<file path="config.mk">
export PLATFORM = sky130hd
export DESIGN_NAME = fdiv_special_top
export DESIGN_NICKNAME = d
export VERILOG_FILES = /design/src/rtl/fdiv_cls_pkg.sv /design/src/rtl/fdiv_nan_pick.sv /design/src/rtl/fdiv_case_decode.sv /design/src/rtl/fdiv_result_map.sv /design/src/rtl/fdiv_special_top.sv
export SDC_FILE = /design/constraint.sdc
export NUM_CORES = 1
export LEC_CHECK = 0
export BUFFER_PORTS_ARGS = -buffer_cell sky130_fd_sc_hd__buf_2
export CORE_AREA = 2 2 39 41
export DETAILED_ROUTE_END_ITERATION = 8
export DIE_AREA = 0 0 41 43
export MAX_ROUTING_LAYER = met4
export SLEW_MARGIN = 5
export SYNTH_ARGS = -nofsm -noshare
export SYNTH_HDL_FRONTEND = slang
export SYNTH_SLANG_ARGS = --single-unit
</file>
<file path="constraint.sdc">
create_clock -name vclk -period 1.5
set_input_delay 0.3 -clock vclk [all_inputs]
set_output_delay 0.3 -clock vclk [all_outputs]
set_load 0.005 [all_outputs]
</file>
<file path="src/rtl/fdiv_cls_pkg.sv">
package fdiv_cls_pkg;

    localparam int CLS_W = 2;

    typedef enum logic [CLS_W-1:0] {
        CLS_ZERO = 2'b00,
        CLS_NORM = 2'b01,
        CLS_INF  = 2'b10,
        CLS_NAN  = 2'b11
    } opclass_e;

    typedef enum logic [2:0] {
        K_NAN_IN,
        K_INF_BY_INF,
        K_INF_BY_FIN,
        K_ZERO_BY_ZERO,
        K_ZERO_BY_NZ,
        K_FIN_BY_INF,
        K_FIN_BY_ZERO,
        K_FIN_BY_FIN
    } case_e;

endpackage

</file>
<file path="src/rtl/fdiv_nan_pick.sv">
module fdiv_nan_pick
    import fdiv_cls_pkg::*;
(
    input  opclass_e a_cls,
    input  logic     a_sig,
    input  opclass_e b_cls,
    input  logic     b_sig,
    output logic     any_nan,
    output logic     sel_b
);
    logic a_is_nan, b_is_nan, a_sn, b_sn;

    always_comb begin
        a_is_nan = (a_cls == CLS_NAN);
        b_is_nan = (b_cls == CLS_NAN);
        // signalling bits only count on NaN operands
        a_sn     = a_is_nan & a_sig;
        b_sn     = b_is_nan & b_sig;
        any_nan  = a_is_nan | b_is_nan;
        sel_b    = b_is_nan & (~a_is_nan | (b_sn & ~a_sn));
    end
endmodule

</file>
<file path="src/rtl/fdiv_case_decode.sv">
module fdiv_case_decode
    import fdiv_cls_pkg::*;
(
    input  opclass_e a_cls,
    input  opclass_e b_cls,
    input  logic     any_nan,
    output case_e    kind
);
    always_comb begin
        kind = K_FIN_BY_FIN;
        if (any_nan) begin
            kind = K_NAN_IN;
        end else begin
            unique case (a_cls)
                CLS_INF:  kind = (b_cls == CLS_INF)  ? K_INF_BY_INF   : K_INF_BY_FIN;
                CLS_ZERO: kind = (b_cls == CLS_ZERO) ? K_ZERO_BY_ZERO : K_ZERO_BY_NZ;
                CLS_NORM: begin
                    unique case (b_cls)
                        CLS_INF:  kind = K_FIN_BY_INF;
                        CLS_ZERO: kind = K_FIN_BY_ZERO;
                        default:  kind = K_FIN_BY_FIN;
                    endcase
                end
                default:  kind = K_NAN_IN;
            endcase
        end
    end
endmodule

</file>
<file path="src/rtl/fdiv_result_map.sv">
module fdiv_result_map
    import fdiv_cls_pkg::*;
(
    input  case_e kind,
    input  logic  a_sign,
    input  logic  b_sign,
    input  logic  sel_b,
    output logic  o_nan,
    output logic  o_inf,
    output logic  o_zero,
    output logic  o_dp,
    output logic  o_sign,
    output logic  o_pick_b,
    output logic  o_gen,
    output logic  o_snan,
    output logic  o_idi,
    output logic  o_zdz,
    output logic  o_dz
);
    logic xsign;

    always_comb begin
        xsign    = a_sign ^ b_sign;
        o_nan    = 1'b0;
        o_inf    = 1'b0;
        o_zero   = 1'b0;
        o_dp     = 1'b0;
        o_sign   = 1'b0;
        o_pick_b = 1'b0;
        o_gen    = 1'b0;
        o_snan   = 1'b0;
        o_idi    = 1'b0;
        o_zdz    = 1'b0;
        o_dz     = 1'b0;
        unique case (kind)
            K_NAN_IN: begin
                o_nan    = 1'b1;
                o_pick_b = sel_b;
                o_sign   = sel_b ? b_sign : a_sign;
                o_snan   = 1'b1;
            end
            K_INF_BY_INF: begin
                o_nan = 1'b1;
                o_gen = 1'b1;
                o_idi = 1'b1;
            end
            K_INF_BY_FIN: begin
                o_inf  = 1'b1;
                o_sign = a_sign;
            end
            K_ZERO_BY_ZERO: begin
                o_nan = 1'b1;
                o_gen = 1'b1;
                o_zdz = 1'b1;
            end
            K_ZERO_BY_NZ: begin
                o_zero = 1'b1;
                o_sign = a_sign;
            end
            K_FIN_BY_INF: begin
                o_zero = 1'b1;
                o_sign = xsign;
            end
            K_FIN_BY_ZERO: begin
                o_inf  = 1'b1;
                o_sign = xsign;
                o_dz   = 1'b1;
            end
            K_FIN_BY_FIN: begin
                o_dp   = 1'b1;
                o_sign = xsign;
            end
        endcase
    end
endmodule

</file>
<file path="src/rtl/fdiv_special_top.sv">
module fdiv_special_top
    import fdiv_cls_pkg::*;
(
    input  logic [1:0] a_class,
    input  logic       a_sign,
    input  logic       a_snan,
    input  logic [1:0] b_class,
    input  logic       b_sign,
    input  logic       b_snan,
    output logic       res_nan,
    output logic       res_inf,
    output logic       res_zero,
    output logic       use_dp,
    output logic       res_sign,
    output logic       pick_b,
    output logic       gen_nan,
    output logic       flg_inv,
    output logic       flg_inv_snan,
    output logic       flg_inv_idi,
    output logic       flg_inv_zdz,
    output logic       flg_dz
);
    opclass_e a_cls, b_cls;
    logic     any_nan, sel_b;
    case_e    kind;

    assign a_cls = opclass_e'(a_class);
    assign b_cls = opclass_e'(b_class);

    fdiv_nan_pick u_pick (
        .a_cls   (a_cls),
        .a_sig   (a_snan),
        .b_cls   (b_cls),
        .b_sig   (b_snan),
        .any_nan (any_nan),
        .sel_b   (sel_b)
    );

    fdiv_case_decode u_dec (
        .a_cls   (a_cls),
        .b_cls   (b_cls),
        .any_nan (any_nan),
        .kind    (kind)
    );

    fdiv_result_map u_map (
        .kind     (kind),
        .a_sign   (a_sign),
        .b_sign   (b_sign),
        .sel_b    (sel_b),
        .o_nan    (res_nan),
        .o_inf    (res_inf),
        .o_zero   (res_zero),
        .o_dp     (use_dp),
        .o_sign   (res_sign),
        .o_pick_b (pick_b),
        .o_gen    (gen_nan),
        .o_snan   (flg_inv_snan),
        .o_idi    (flg_inv_idi),
        .o_zdz    (flg_inv_zdz),
        .o_dz     (flg_dz)
    );

    assign flg_inv = flg_inv_snan | flg_inv_idi | flg_inv_zdz;
endmodule

</file>
==> results.json <==
{
  "syn-num-nets": 41,
  "worstMarginPinSlew_ns": 0.303,
  "tns_ns": 0,
  "critPathLaunchType": "input port",
  "seq_area_frac_synth": 0,
  "period_share": 0.977,
  "dp_cells": 70,
  "critPathTopFamily": "compound AO/OA/AOI/OAI gates",
  "hp-class": "input port to output port",
  "path_buf_inv": 2,
  "rsz0062_at_grt": "yes",
  "p_per_area_nw_per_um2": 276,
  "syn-cell-area_sq_um": 215,
  "initial_core_util": 0.156,
  "power.total_w": 0.000102,
  "yosys.area.top_type_share": 0.105,
  "grt_pass1_vias": 240,
  "wirelength_microns": 673,
  "final-setup-viol-count": 0,
  "seq_area_sq_um": 0,
  "netlist_top_cells_count": "6 x nand2_1, 3 x a21oi_1, 3 x nor2_1",
  "crit_path_cell_trace": "buf_2 > nand2b_1 > o2111a_1 > a221o_1 > buf_2",
  "yosysMostFrequentCell": "nand2_1",
  "die_h_microns": 43,
  "p_leak_nw": 0.191,
  "wl_per_cell_microns": 9.61,
  "slowest_stage": "a221o_1",
  "finalHoldViolCount": 0,
  "first_iter_violations": 3,
  "grt_antenna_before_repair": 0,
  "core_sq_um": 1380,
  "endpoint_kind": "output port",
  "fin_crit_ns": 1.47,
  "critical-path-max-stage-delay_ns": 0.25,
  "final_core_util": 0.266,
  "ant_nets": 0,
  "final_cells": 70,
  "nFlopsAndLatches": 0,
  "num-fill-cells": 158,
  "hpwl_microns": 547,
  "ios": 20,
  "drive_gt1_frac": 0.519,
  "fmax_ghz": 0.682,
  "grt_overflow": 0,
  "nNetsFinal": 64,
  "first_pass_iters": 2,
  "synth_area_leaders": "buf_6 10%, nand2_1 10%, a21oi_1 7.0%",
  "cp.required_ns": 1.20,
  "cp_max_fo": 2,
  "peakVddDrop_v": 0.000112,
  "yosysTopAreaCell": "buf_6",
  "ys_types": 20,
  "diodes": 0,
  "nClkBuffers": 0,
  "grt_max_degree": 10,
  "ctsHoldBuffers": 0,
  "worstSetupPathType": "input port to output port",
  "maxCapViolCount": 0,
  "die_x_microns": 41,
  "drc": 0,
  "worstPathArrival_ns": 1.17,
  "grt_pass1_wl_mm": 1.02,
  "gp_congestion": 0.699,
  "syn_area_per_cell_sq_um": 6.52,
  "critPathMostFrequentCell": "buf_2",
  "fp-row-count": 14,
  "postCtsSetupRepairBufs": 0,
  "viasPerCell": 4.34,
  "slew_viol_final": 0,
  "vias": 304,
  "syn_to_final_growth_pct": 70.9,
  "port_buffers": 20,
  "grtUsageTotal": 0.0788,
  "syn_inst": 33,
  "dieArea_sq_um": 1760,
  "relSlewSlack": 0.796,
  "ys_warn_count": 0,
  "outcome": "finished clean"
}
[power breakdown]
part           leakage [nW]  internal (W)  switching [W]
Clock                     0             0              0
Sequential                0             0              0
Combinational         0.191     0.0000544      0.0000472
Total                 0.191     0.0000544      0.0000472
[area by class of cell]
cell class / instances / area [sq um] / share of cell area
Tap cell: 16 / 20.0 / 0.0544
Inverter: 1 / 3.75 / 0.0102
Timing Repair Buffer: 26 / 166 / 0.452
Multi-Input combinational cell: 27 / 178 / 0.483
[placed cells by master, fill, tap and decap left out, types with 2 or more instances in the layout]
| master | n |
|---|---|
| buf_4 | 8 |
| nand2_1 | 6 |
| nor3_1 | 2 |
| a21oi_1 | 3 |
| nor4_1 | 2 |
| buf_2 | 16 |
| nor2_1 | 3 |
[stage by stage]
step,hold slack [ns],cell area [sq um],worst slack (ns)
5_1_grt,0.879,368,-0.0286
4_1_cts,0.919,340,0.0140
3_3_place_gp,0.917,338,0.00987
6_report,0.864,368,0.0341
3_5_place_dp,0.918,338,-0.000332
2_1_floorplan,0.690,215,0.111
[repair_timing]
action                     4_1_cts  5_1_grt
resized for setup                1       10
pin swaps                        3        3
setup endpoints to repair        1        1
[layer usage]
layer | vias to the layer above | GRT usage | part of all wire
met2 | 14 | 0.119 | 0.43
li1 | 163 | - | -
met4 | 0 | 0 | 0
met1 | 127 | 0.120 | 0.47
met3 | 0 | 0.00524 | 0.10
met5 | - | - | 0
[cells by family after synthesis]
group / after synthesis / share of synthesized area
AOI/OAI and AO/OA: 9 / 0.331
xor gates and xnor gates: 1 / 0.0407
buffers and inverters: 6 / 0.215
and+or+nand+nor: 16 / 0.366
muxes: 1 / 0.0465
[final timing paths]
check	slack [ns]	start	to	cells past startpoint
hold / removal	0.86	b_class[0]	flg_inv_zdz	3
setup / recovery	0.03	a_snan	res_sign	5
[tightest hold or removal path: stages]
cell and delay, ns:
buf_8 0.09, nor4_1 0.05, buf_2 0.12
Power figures use the tool's default switching activity.
